==> config.mk <==
export PLATFORM = sky130hd
export DESIGN_NAME = tcam_classifier
export DESIGN_NICKNAME = d
export VERILOG_FILES = /design/src/rtl/tcam_cls_pkg.sv /design/src/rtl/tcam_cls_store.sv /design/src/rtl/tcam_cls_match.sv /design/src/rtl/tcam_cls_pick.sv /design/src/rtl/tcam_classifier.sv
export SDC_FILE = /design/constraint.sdc
export NUM_CORES = 1
export LEC_CHECK = 0
export BUFFER_PORTS_ARGS = -buffer_cell sky130_fd_sc_hd__buf_2
export CAP_MARGIN = 25
export CORE_MARGIN = 3
export CORE_UTILIZATION = 55
export CTS_BUF_LIST = sky130_fd_sc_hd__clkbuf_16
export DETAILED_ROUTE_END_ITERATION = 12
export PLACE_DENSITY = 0.82
export SETUP_SLACK_MARGIN = 0.02
export SYNTH_ARGS = -nofsm -noshare
export SYNTH_HDL_FRONTEND = slang
export SYNTH_SLANG_ARGS = --single-unit
==> constraint.sdc <==
create_clock -name clk -period 3 [get_ports clk]
set_input_delay 0.15 -clock clk [delete_from_list [all_inputs] [get_ports clk]]
set_output_delay 0.15 -clock clk [all_outputs]
set_load 0.1 [all_outputs]
==> src/rtl/tcam_cls_pkg.sv <==
package tcam_cls_pkg;
    localparam int CH_W = 2;

    typedef struct packed {
        logic            discard;
        logic            hash_sel;
        logic [CH_W-1:0] ch_a;
        logic [CH_W-1:0] ch_b;
        logic [CH_W-1:0] ch_c;
        logic [CH_W-1:0] ch_d;
    } act_t;

    localparam int ACT_W = $bits(act_t);

    localparam act_t DEFAULT_ACT = '{discard: 1'b0, hash_sel: 1'b1,
                                     ch_a: 2'd3, ch_b: 2'd2,
                                     ch_c: 2'd1, ch_d: 2'd0};
endpackage

==> src/rtl/tcam_cls_store.sv <==
module tcam_cls_store
    import tcam_cls_pkg::*;
#(
    parameter int ENTRIES = 8,
    parameter int KEY_W   = 16,
    localparam int IDX_W  = $clog2(ENTRIES)
) (
    input  logic                            clk,
    input  logic                            rst_n,
    input  logic                            wr,
    input  logic [IDX_W-1:0]                wr_addr,
    input  logic [KEY_W-1:0]                wr_key,
    input  logic [KEY_W-1:0]                wr_mask,
    input  act_t                            wr_act,
    input  logic                            inv_all,
    output logic [ENTRIES-1:0][KEY_W-1:0]   key_o,
    output logic [ENTRIES-1:0][KEY_W-1:0]   mask_o,
    output act_t [ENTRIES-1:0]              act_o,
    output logic [ENTRIES-1:0]              vld_o
);
    typedef struct packed {
        logic [ENTRIES-1:0][KEY_W-1:0] key;
        logic [ENTRIES-1:0][KEY_W-1:0] mask;
        act_t [ENTRIES-1:0]            act;
        logic [ENTRIES-1:0]            vld;
    } tbl_t;

    tbl_t st_d, st_q;

    always_comb begin
        st_d = st_q;
        if (wr) begin
            st_d.key[wr_addr]  = wr_key;
            st_d.mask[wr_addr] = wr_mask;
            st_d.act[wr_addr]  = wr_act;
            st_d.vld[wr_addr]  = 1'b1;
        end
        if (inv_all) begin
            st_d.vld = '0;
        end
    end

    always_ff @(posedge clk or negedge rst_n) begin
        if (!rst_n) begin
            st_q.key  <= '0;
            st_q.mask <= '1;
            st_q.vld  <= '0;
            for (int i = 0; i < ENTRIES; i++) begin
                st_q.act[i] <= DEFAULT_ACT;
            end
        end else begin
            st_q <= st_d;
        end
    end

    assign key_o  = st_q.key;
    assign mask_o = st_q.mask;
    assign act_o  = st_q.act;
    assign vld_o  = st_q.vld;

    AST_INV_CLEARS_ALL: assert property (@(posedge clk) disable iff (!rst_n)
        inv_all |=> (vld_o == '0));
    AST_WRITE_SETS_VALID: assert property (@(posedge clk) disable iff (!rst_n)
        (wr && !inv_all) |=> vld_o[$past(wr_addr)]);
endmodule

==> src/rtl/tcam_cls_match.sv <==
module tcam_cls_match #(
    parameter int ENTRIES = 8,
    parameter int KEY_W   = 16
) (
    input  logic [KEY_W-1:0]              key,
    input  logic [ENTRIES-1:0][KEY_W-1:0] ent_key,
    input  logic [ENTRIES-1:0][KEY_W-1:0] ent_mask,
    input  logic [ENTRIES-1:0]            ent_vld,
    input  logic                          enable,
    output logic [ENTRIES-1:0]            hits
);
    for (genvar g = 0; g < ENTRIES; g++) begin : g_row
        logic [KEY_W-1:0] diff;
        assign diff    = (key ^ ent_key[g]) & ~ent_mask[g];
        assign hits[g] = enable && ent_vld[g] && (diff == '0);
    end
endmodule

==> src/rtl/tcam_cls_pick.sv <==
module tcam_cls_pick #(
    parameter int ENTRIES = 8,
    localparam int IDX_W  = $clog2(ENTRIES)
) (
    input  logic [ENTRIES-1:0] hits,
    output logic               any,
    output logic [IDX_W-1:0]   idx,
    output logic [ENTRIES-1:0] grant
);
    always_comb begin
        idx   = '0;
        grant = '0;
        for (int i = ENTRIES - 1; i >= 0; i--) begin
            if (hits[i]) begin
                idx   = IDX_W'(i);
                grant = ENTRIES'(1) << i;
            end
        end
        any = |hits;
    end

    always_comb begin
        AST_GRANT_ONEHOT: assert ($onehot0(grant));
        AST_GRANT_IN_HITS: assert ((grant & ~hits) == '0);
        AST_GRANT_LOWEST: assert (!any || ((hits & (grant - ENTRIES'(1))) == '0));
    end
endmodule

==> src/rtl/tcam_classifier.sv <==
module tcam_classifier
    import tcam_cls_pkg::*;
#(
    parameter int ENTRIES = 8,
    parameter int KEY_W   = 16,
    localparam int IDX_W  = $clog2(ENTRIES)
) (
    input  logic                 clk,
    input  logic                 rst_n,
    input  logic                 lookup_en,
    input  logic                 cfg_wr,
    input  logic [IDX_W-1:0]     cfg_addr,
    input  logic [KEY_W-1:0]     cfg_key,
    input  logic [KEY_W-1:0]     cfg_mask,
    input  logic [ACT_W-1:0]     cfg_act,
    input  logic                 cfg_inv_all,
    input  logic [IDX_W-1:0]     rd_addr,
    output logic [KEY_W-1:0]     rd_key,
    output logic [KEY_W-1:0]     rd_mask,
    output logic [ACT_W-1:0]     rd_act,
    output logic                 rd_valid,
    input  logic                 lk_valid,
    input  logic [KEY_W-1:0]     lk_key,
    output logic                 res_valid,
    output logic                 res_hit,
    output logic [IDX_W-1:0]     res_index,
    output logic                 res_discard,
    output logic                 res_hash_sel,
    output logic [CH_W-1:0]      res_ch_a,
    output logic [CH_W-1:0]      res_ch_b,
    output logic [CH_W-1:0]      res_ch_c,
    output logic [CH_W-1:0]      res_ch_d
);
    typedef struct packed {
        logic             vld;
        logic             hit;
        logic [IDX_W-1:0] idx;
        act_t             act;
    } res_t;

    logic [ENTRIES-1:0][KEY_W-1:0] ent_key;
    logic [ENTRIES-1:0][KEY_W-1:0] ent_mask;
    act_t [ENTRIES-1:0]            ent_act;
    logic [ENTRIES-1:0]            ent_vld;
    logic [ENTRIES-1:0]            hits;
    logic [ENTRIES-1:0]            grant;
    logic                          any_hit;
    logic [IDX_W-1:0]              win_idx;
    res_t                          res_d, res_q;

    tcam_cls_store #(.ENTRIES(ENTRIES), .KEY_W(KEY_W)) u_store (
        .clk     (clk),
        .rst_n   (rst_n),
        .wr      (cfg_wr),
        .wr_addr (cfg_addr),
        .wr_key  (cfg_key),
        .wr_mask (cfg_mask),
        .wr_act  (act_t'(cfg_act)),
        .inv_all (cfg_inv_all),
        .key_o   (ent_key),
        .mask_o  (ent_mask),
        .act_o   (ent_act),
        .vld_o   (ent_vld)
    );

    tcam_cls_match #(.ENTRIES(ENTRIES), .KEY_W(KEY_W)) u_match (
        .key      (lk_key),
        .ent_key  (ent_key),
        .ent_mask (ent_mask),
        .ent_vld  (ent_vld),
        .enable   (lookup_en),
        .hits     (hits)
    );

    tcam_cls_pick #(.ENTRIES(ENTRIES)) u_pick (
        .hits  (hits),
        .any   (any_hit),
        .idx   (win_idx),
        .grant (grant)
    );

    always_comb begin
        res_d     = res_q;
        res_d.vld = lk_valid;
        if (lk_valid) begin
            res_d.hit = any_hit;
            res_d.idx = any_hit ? win_idx : '0;
            res_d.act = any_hit ? ent_act[win_idx] : '0;
        end
    end

    always_ff @(posedge clk or negedge rst_n) begin
        if (!rst_n) begin
            res_q <= '0;
        end else begin
            res_q <= res_d;
        end
    end

    assign rd_key       = ent_key[rd_addr];
    assign rd_mask      = ent_mask[rd_addr];
    assign rd_act       = ent_act[rd_addr];
    assign rd_valid     = ent_vld[rd_addr];

    assign res_valid    = res_q.vld;
    assign res_hit      = res_q.hit;
    assign res_index    = res_q.idx;
    assign res_discard  = res_q.act.discard;
    assign res_hash_sel = res_q.act.hash_sel;
    assign res_ch_a     = res_q.act.ch_a;
    assign res_ch_b     = res_q.act.ch_b;
    assign res_ch_c     = res_q.act.ch_c;
    assign res_ch_d     = res_q.act.ch_d;

    AST_RESULT_STROBE: assert property (@(posedge clk) disable iff (!rst_n)
        lk_valid |=> res_valid);
    AST_RESULT_QUIET: assert property (@(posedge clk) disable iff (!rst_n)
        !lk_valid |=> (!res_valid && $stable(res_index) && $stable(res_hit)));
    AST_MISS_ZERO: assert property (@(posedge clk) disable iff (!rst_n)
        (res_valid && !res_hit) |-> (res_index == '0 && !res_discard && !res_hash_sel
            && res_ch_a == '0 && res_ch_b == '0 && res_ch_c == '0 && res_ch_d == '0));
    AST_DISABLED_MISS: assert property (@(posedge clk) disable iff (!rst_n)
        (lk_valid && !lookup_en) |=> !res_hit);
    AST_HIT_NEEDS_ENTRY: assert property (@(posedge clk) disable iff (!rst_n)
        (lk_valid && ent_vld == '0) |=> !res_hit);
endmodule

==> flow_metrics.tcl, run 1 <==
set metrics [dict create \
    setup_slack_ns -0.307 \
    yosysTopAreaCell "dfrtp_1" \
    worst_pin_slew_ns 0.874 \
    cts_tree "yes" \
    dp_hpwl_um 34600 \
    antenna_left 0 \
    grt_max_degree 93 \
    whs_ns 0.0230 \
    synth_cell_types 51 \
    synth_edf_count 0 \
    synth_warnings 0 \
    dr.first_iter.drc_count 1056 \
    dp.cells 1914 \
    place_area_um2 20600 \
    critical_path_class "reg2reg" \
    wire_per_inst_um 26.4 \
    clock_sinks 359 \
    grt_first_pass_wirelength_um 83000 \
    cts_max_path_buffers 3 \
    start_kind "register" \
    min_period_ns 3.31 \
    first_global_vias 14000 \
    finalWirelength_um 54000 \
    worst_ep_required_time_ns 3.42 \
    critPathArrivalTime_ns 3.73 \
    ioPinCount 128 \
    syn_area_per_cell_um2 14.4 \
    synth_common_cells "382 x mux2_2, 191 x dfrtp_1, 168 x dfstp_2" \
    place_congestion 0.927 \
    yosys_most_used_dff "dfrtp_1" \
    outcome "complete, but fails checks" \
    row_count 66 \
    grt_setup_unrepaired "yes" \
    root_buffer "clkbuf_16" \
    grt-ovfl-total 0 \
    slew_viol_final 0 \
    dr.pass1.iters 5 \
    nets 1643 \
    fp.dieW_um 190 \
    violations "negative setup slack" \
    vias_per_cell 6.38 \
    pre_cts_ws_ns -0.331 \
    vdd_drop_max_v 0.000605 \
    slew_headroom_pct 41.7 \
    synth_top_cells_by_area "dfrtp_1 26%, dfstp_2 24%, mux2_2 23%, mux4_2 10%, xnor2_1 6.0%" \
    worstSkewPairLatency_ns 0.55 \
    power_density_nw_per_um2 751 \
    antennaDiodeCount 0 \
    port_buffers 127 \
    endpoint_kind "register" \
    final_area_um2 22700 \
    syn_area_um2 18600 \
    htreeDepth 2 \
    core_area_um2 32900 \
    num_vias 13100 \
    yosysMostFrequentCell "mux2_2" \
    hp-class "in2reg" \
    ys_seq_elements 359 \
    timing.fmax_mhz 302 \
    die_y_um 190 \
    layoutNonFillerInstCount 2047 \
    synthToLayoutAreaGrowth_pct 22.1 \
    synthesis.nets 1365 \
    clock_skew_ns 0.0246 \
    syn_inst 1295 \
    cts.clk_slew.worst_paths_ns 0.06 \
    period_share_pct 110 \
    initial_core_util_pct 56.4 \
    drv_cap 0 \
    drive_gt1_share_pct 63.2 \
    drc 0 \
    cts_inserted_buffers 40 \
    grt_antenna_before_repair 1 \
    yosys.area.top_type_share_pct 25.7 \
    setup_viol 10 \
    cp_max_fo 7 \
    gr-usage-all-layers_pct 30.0 \
    dieArea_um2 36000 \
    cellLeakagePower_nw 9.28 \
    hold_viol_final 0 \
    async_reset_ff_share_pct 100 \
    ys_seq_area_share_pct 49.5 \
]
## area by class of cell
class,count,area [um2]
clock inverters,34,206
well taps,442,553
multi-input cells,825,9200
clock buffers,40,1000
repair buffers,326,2460
flip-flops and latches,359,9190
inverters,21,78.8
fillers,2102,10300
## layout by cell type (no fill, tap or decap), types with 33 or more instances in the layout
cell / synthesis / final
dfrtp_1: 191 / 191
inv_1: 19 / 33
dlygate4sd3_1: 0 / 44
buf_4: 4 / 138
dfstp_2: 168 / 168
buf_2: 12 / 124
mux4_2: 86 / 86
mux2_2: 382 / 372
clkbuf_16: 0 / 40
o22ai_1: 55 / 50
xnor2_1: 127 / 121
## critical path, cell delays in order, from the launching register on
cell and delay [ns]:
dfrtp_1 0.41, xnor2_2 0.25, o22ai_2 0.13, or4_4 0.50, nor4b_4 0.33, buf_4 0.17, a211oi_4 0.04, o31ai_4 0.28
buf_12 0.17, buf_12 0.14, mux2_4 0.31, o221a_4 0.26, a22o_1 0.19
## timing repair
| action | 4_1_cts | 5_1_grt |
|---|---|---|
| hold buffers | 44 | 0 |
| resized for setup | 36 | 20 |
| buffers inserted | 13 | 2 |
| setup endpoints to repair | 12 | 12 |
| pin swaps | 21 | 16 |
| gates cloned | 2 | 0 |
| endpoints found under the hold margin | 387 | 0 |
## cells by family (layout without fill, tap and decap cells)
kind of cell / after synthesis / in the layout / share of synthesized area, %
AOI/OAI and AO/OA: 131 / 131 / 5.03
xor gates and xnor gates: 128 / 128 / 6.03
buffers and inverters: 111 / 421 / 2.65
DFF: 359 / 359 / 49.5
muxes: 478 / 478 / 34.1
and+or+nand+nor: 88 / 88 / 2.71
## flip-flops by register name, indices dropped and copies added, names as in the netlist, 2 cells and up
signal and count:
u_store.key_o 128, u_store.mask_o 128, u_store.act_o 80, u_store.vld_o 8, res_index 3, res_ch_a 2, res_ch_b 2, res_ch_c 2
res_ch_d 2
## routing by layer
layer / up-vias / part of all wire, % / track usage, %
met5: - / 0 / 0
li1: 5438 / - / -
met3: 171 / 7.9 / 6.34
met2: 616 / 48 / 48.3
met1: 6836 / 40 / 39.9
met4: 0 / 4.2 / 12.6
## worst paths after layout
kind,startpoint,endpoint,slack (ns),cells after the start
min in group asynchronous,rst_n,u_store.key_o[27]$_DFFE_PN0P_,0.24,2
worst max register to register,u_store.key_o[49]$_DFFE_PN0P_,res_ch_c[0]$_DFFE_PN0P_,-0.31,12
max in group asynchronous,rst_n,u_store.mask_o[18]$_DFFE_PN1P_,1.85,3
worst max-delay path,u_store.key_o[49]$_DFFE_PN0P_,res_ch_c[0]$_DFFE_PN0P_,-0.31,12
worst min-delay path,cfg_mask[10],u_store.mask_o[122]$_DFFE_PN1P_,0.02,2
worst min register to register,res_hit$_DFFE_PN0P_,res_hit$_DFFE_PN0P_,0.48,1
## power breakdown
group	total [mW]	switching (mW)	leakage [nW]	internal, mW
logic	5.35	2.98	4.54	2.36
registers	7.14	0.908	4.10	6.23
clock network	4.56	2.03	0.649	2.53
total	17.0	5.92	9.28	11.1
## stage by stage
step | utilization [%] | TNS (ns) | power, mW
floorplan | - | 0 | 10.6
global placement | 62.5 | -2.19 | 12.1
detailed placement | 62.5 | -2.85 | 12.3
CTS | 68.7 | -1.56 | 17.0
global route | 68.9 | -3.68 | 17.7
finish | 68.9 | -2.62 | 17.0
(Power assumes the default switching activity.)
==> inputs of run 2 (changes only) <==
SETUP_SLACK_MARGIN = 0.5   (was 0.02)
==> flow_metrics.tcl, run 2 (synthesis results as in run 1) <==
set metrics [dict create \
    nets 1629 \
    drc 0 \
    switching_share_pct 34.6 \
    slew_viol_final 0 \
    cpPeakStageDelay_ns 0.51 \
    cellLeakagePower_nw 9.28 \
    dp_hpwl_um 34800 \
    cp_common_cell "buf_12" \
    endpoint_kind "register" \
    initial_core_util_pct 56.4 \
    cts.clk_slew.worst_paths_ns 0.06 \
    final_common_cell "mux2_2" \
    place_area_um2 20600 \
    pwr-share-seq_pct 41.9 \
    setup_tns_ns -3.05 \
    worst_ep_required_time_ns 3.42 \
    grt_setup_unrepaired "yes" \
    grt_antenna_before_repair 1 \
    cts_max_path_buffers 3 \
    core_area_um2 32900 \
    hold_viol_final 0 \
    grt_first_pass_wirelength_um 83300 \
    min_period_ns 3.36 \
    setup_viol 10 \
    die_y_um 190 \
    startpoint "u_store.key_o[106]$_DFFE_PN0P_" \
    total_power_mw 17.1 \
    synthToLayoutAreaGrowth_pct 22.3 \
    setup_slack_ns -0.361 \
    worstSkewPairLatency_ns 0.54 \
    dr.pass1.iters 6 \
    regToRegStartpoint "u_store.key_o[106]$_DFFE_PN0P_" \
    clkPwrFrac_pct 26.7 \
    timing.rr.end "res_ch_b[1]$_DFFE_PN0P_" \
    endpoint "res_ch_b[1]$_DFFE_PN0P_" \
    period_share_pct 112 \
    antenna_left 0 \
    cell_internal_pwr_mw 11.2 \
    slew_headroom_pct 42.9 \
    ff2ff_path_depth 11 \
    cts_inserted_buffers 39 \
    fp.dieW_um 190 \
    clock_skew_ns 0.0197 \
    power_switching_mw 5.91 \
    cp_max_fo 7 \
    final_cell_mix "371 x mux2_2, 191 x dfrtp_1, 168 x dfstp_2" \
    dieArea_um2 36000 \
    cts_tree "yes" \
    critPathArrivalTime_ns 3.79 \
    critical_path_class "reg2reg" \
    path_cells "xnor2_1 -> o22ai_1 -> nor4_1 -> nand3_1 -> a211oi_2 -> o31ai_4 -> buf_12 -> buf_12 -> mux2_4 -> o221a_4 -> a22o_1" \
    regToRegSetupSlack_ns -0.36 \
    gr-usage-all-layers_pct 30.0 \
    row_count 66 \
    ioPinCount 128 \
    slowest_stage "nor4_1" \
    finalWirelength_um 54400 \
    dr.first_iter.drc_count 1191 \
    final_area_um2 22700 \
    port_buffers 127 \
    grt-ovfl-total 0 \
    grt_max_degree 79 \
    htreeDepth 2 \
    final_util_pct 69.0 \
    drive_gt1_share_pct 64.0 \
    vias_per_cell 6.40 \
    start_kind "register" \
    num_vias 13000 \
    root_buffer "clkbuf_16" \
    violations "negative setup slack" \
    hp-class "in2reg" \
    timing.fmax_mhz 298 \
    first_global_vias 13900 \
    worst_pin_slew_ns 0.857 \
    power_density_nw_per_um2 752 \
    drv_cap 0 \
    place_congestion 0.943 \
    combPwrFrac_pct 31.4 \
    vdd_drop_max_v 0.000647 \
    wire_per_inst_um 26.8 \
    clock_sinks 359 \
    outcome "complete, but fails checks" \
]
==> run 2: worst min-delay path by stage <==
stage | end | start | cells after the start | slack, ns
3_3_place_gp | u_store.key_o[14]$_DFFE_PN0P_ | rst_n | 1 | 0.18
5_1_grt | u_store.mask_o[49]$_DFFE_PN1P_ | cfg_mask[1] | 2 | 0.006
3_5_place_dp | u_store.key_o[14]$_DFFE_PN0P_ | rst_n | 1 | 0.18
6_report | u_store.mask_o[15]$_DFFE_PN1P_ | cfg_mask[15] | 2 | 0.02
4_1_cts | u_store.mask_o[15]$_DFFE_PN1P_ | cfg_mask[15] | 2 | 0.002
2_1_floorplan | res_ch_a[0]$_DFFE_PN0P_ | rst_n | 0 | -0.15
==> run 2: per-layer routing <==
layer  GRT usage [%]  vias to the layer above  part of all wire [%]
li1                -                     5391                     -
met5               0                        -                     0
met3            5.97                      165                   8.5
met2            48.8                      649                    48
met4            11.0                        0                   4.0
met1            40.2                     6802                    39
==> run 2: through the flow <==
step	setup WS, ns	hold WS (ns)	instances
floorplan	0.151	-0.146	1295
global placement	-0.299	0.176	1906
detailed placement	-0.327	0.176	1906
CTS	-0.206	0.00223	2025
global route	-0.329	0.00582	2032
finish	-0.361	0.0156	2033
==> run 2: layout make-up <==
type                            count  area [um2]
Tap cell                          442         553
Sequential cell                   359        9190
Multi-Input combinational cell    825        9300
Antenna cell                        1        2.50
Clock inverter                     32         200
Timing Repair Buffer              313        2390
Fill cell                        2160       10200
Inverter                           21        78.8
Clock buffer                       40        1000
==> run 2: power groups by stage <==
| stage | clock network [mW] | registers (mW) | logic [mW] |
|---|---|---|---|
| 2_1_floorplan | 0 | 6.85 | 3.75 |
| 3_3_place_gp | 0 | 7.06 | 4.98 |
| 3_5_place_dp | 0 | 7.15 | 5.09 |
| 4_1_cts | 4.60 | 7.10 | 5.23 |
| 5_1_grt | 4.81 | 7.28 | 5.59 |
| 6_report | 4.56 | 7.17 | 5.36 |
==> run 2: critical path, delay by kind of cell (launching register included) <==
kind | cells | cell delay (ns)
AO/OA/AOI/OAI | 5 | 1.08
multiplexers | 1 | 0.29
buffers and inverters | 2 | 0.29
XOR/XNOR | 1 | 0.30
flip-flops | 1 | 0.41
AND/OR/NAND/NOR | 2 | 0.87
==> run 2: repair_timing <==
item / in CTS / in global routing
pin swaps: 16 / 27
buffers inserted: 5 / 7
endpoints found under the setup margin: 14 / 14
gates resized for setup: 18 / 41
endpoints found under the hold margin: 348 / 0
cloned: 1 / 0
hold buffers: 41 / 0
==> inputs of run 3 (changes only) <==
GPL_TIMING_DRIVEN = 0   (was unset)
==> flow_metrics.tcl, run 3 (synthesis results as in run 1) <==
set metrics [dict create \
    outcome "complete, but fails checks" \
    violations "negative setup slack" \
    antenna_left 0 \
    place_congestion 1.06 \
    worstSkewPairLatency_ns 0.54 \
    clock_skew_ns 0.0305 \
    layoutNonFillerInstCount 1994 \
    core_area_um2 32900 \
    grt_setup_unrepaired "yes" \
    hold_viol_final 0 \
    power_density_nw_per_um2 751 \
    drive_gt1_share_pct 59.7 \
    slew_viol_final 0 \
    register_area_um2 9190 \
    synthToLayoutAreaGrowth_pct 19.7 \
    die_y_um 190 \
    cp_max_fo 5 \
    wire_per_inst_um 29.9 \
    drc 0 \
    slew_headroom_pct 23.6 \
    final_common_cell "mux2_2" \
    multi_input_area_um2 9320 \
    endpoint_kind "register" \
    cts_tree "yes" \
    critPathArrivalTime_ns 3.68 \
    final_cell_mix "369 x mux2_2, 191 x dfrtp_1, 168 x dfstp_2" \
    gr-usage-all-layers_pct 32.4 \
    worst_pin_slew_ns 1.15 \
    cts.clk_slew.worst_paths_ns 0.06 \
    regToRegStartpoint "u_store.key_o[59]$_DFFE_PN0P_" \
    num_vias 13400 \
    dr.pass1.iters 5 \
    grt_antenna_before_repair 0 \
    ff2ff_path_depth 11 \
    whs_ns 0.0141 \
    path_buf_inv 3 \
    drv_cap 0 \
    timing.fmax_mhz 307 \
    setup_slack_ns -0.261 \
    dr.first_iter.drc_count 1685 \
    fp.dieW_um 190 \
    initial_core_util_pct 56.4 \
    start_kind "register" \
    period_share_pct 109 \
    finalWirelength_um 59700 \
    timing.rr.end "res_ch_d[0]$_DFFE_PN0P_" \
    dieArea_um2 36000 \
    min_path_cells 2 \
    nets 1591 \
    vias_per_cell 6.70 \
    whs_endpoint "u_store.mask_o[119]$_DFFE_PN1P_" \
    fillers 2203 \
    first_global_vias 13600 \
    grt-ovfl-total 0 \
    port_buffers 102 \
    grt_max_degree 112 \
    cts_inserted_buffers 39 \
    final_util_pct 67.5 \
    path_delay_family "simple AND/OR/NAND/NOR gates" \
    critical_path_class "reg2reg" \
    min_period_ns 3.26 \
    cts_max_path_buffers 3 \
    cellLeakagePower_nw 8.94 \
    hp-start "cfg_mask[7]" \
    clock_sinks 359 \
    vdd_drop_max_v 0.000708 \
    cp_common_cell "buf_6" \
    slowest_stage "or4b_4" \
    cpPeakStageDelay_ns 0.52 \
    setup_tns_ns -2.16 \
    dp_hpwl_um 40800 \
    root_buffer "clkbuf_16" \
    htreeDepth 2 \
    dp.cells 1852 \
    row_count 66 \
    path_cells "xnor2_1 -> o211ai_1 -> nor3_2 -> nor4b_4 -> buf_6 -> buf_4 -> or4b_4 -> nand3b_1 -> buf_6 -> a211o_1 -> a32o_2" \
    pre_cts_ws_ns -0.735 \
    ioPinCount 128 \
    grt_first_pass_wirelength_um 86800 \
    regToRegSetupSlack_ns -0.26 \
    hp-class "in2reg" \
    worst_ep_required_time_ns 3.42 \
    antennaDiodeCount 0 \
    setup_viol 10 \
]
-- run 3: worst max-delay path by stage --
stage | start | to | slack (ns) | cells past startpoint
3_5_place_dp | u_store.key_o[83]$_DFFE_PN0P_ | res_ch_b[1]$_DFFE_PN0P_ | -0.74 | 9
5_1_grt | u_store.key_o[62]$_DFFE_PN0P_ | res_ch_d[0]$_DFFE_PN0P_ | -0.31 | 13
2_1_floorplan | u_store.mask_o[62]$_DFFE_PN1P_ | res_ch_b[0]$_DFFE_PN0P_ | 0.15 | 9
3_3_place_gp | rst_n | u_store.key_o[6]$_DFFE_PN0P_ | -4.99 | 1
6_report | u_store.key_o[59]$_DFFE_PN0P_ | res_ch_d[0]$_DFFE_PN0P_ | -0.26 | 11
4_1_cts | u_store.key_o[81]$_DFFE_PN0P_ | res_ch_a[0]$_DFFE_PN0P_ | -0.28 | 11
-- run 3: final cells by class --
| type | count | share of cell area, % |
|---|---|---|
| buffer | 90 | 2.24 |
| clock buffer | 40 | 4.50 |
| clock inverter | 32 | 0.675 |
| inverter | 21 | 0.371 |
| multi-input combinational | 825 | 41.9 |
| sequential | 359 | 41.3 |
| tap | 442 | 2.49 |
| timing repair buffer | 185 | 6.49 |
-- run 3: metal layers --
metal | global-route usage [%] | up-vias | part of all wire (%)
met5 | 0 | - | 0
met4 | 14.5 | 0 | 5.7
met3 | 6.21 | 223 | 10
met2 | 51.1 | 905 | 46
met1 | 44.0 | 6894 | 39
li1 | - | 5334 | -
-- run 3: metrics by stage --
step / area [um2] / total power, mW
final: 22200 / 16.7
after global routing: 22200 / 17.2
after CTS: 22000 / 16.5
after detailed placement: 20000 / 12.0
after global placement: 19700 / 11.8
after floorplan: 18700 / 10.6
-- run 3: worst reg2reg max path, cell delays in order (launching register included) --
cell and delay [ns]:
dfrtp_1 0.41, xnor2_1 0.15, o211ai_1 0.40, nor3_2 0.10
nor4b_4 0.15, buf_6 0.16, buf_4 0.14, or4b_4 0.52
nand3b_1 0.33, buf_6 0.24, a211o_1 0.30, a32o_2 0.26
-- run 3: report_power, final --
part / switching (mW) / leakage [nW] / total (mW) / internal, mW
clock: 1.98 / 0.633 / 4.39 / 2.42
sequential: 0.954 / 4.10 / 7.19 / 6.23
combinational: 2.97 / 4.21 / 5.12 / 2.15
-- run 3: what timing repair did --
item / 4_1_cts / 5_1_grt
gates resized for setup: 74 / 30
hold buffers: 40 / 0
buffers inserted: 15 / 8
endpoints found under the setup margin: 56 / 21
pin swaps: 25 / 15
hold endpoints to repair: 346 / 0
cloned: 2 / 3
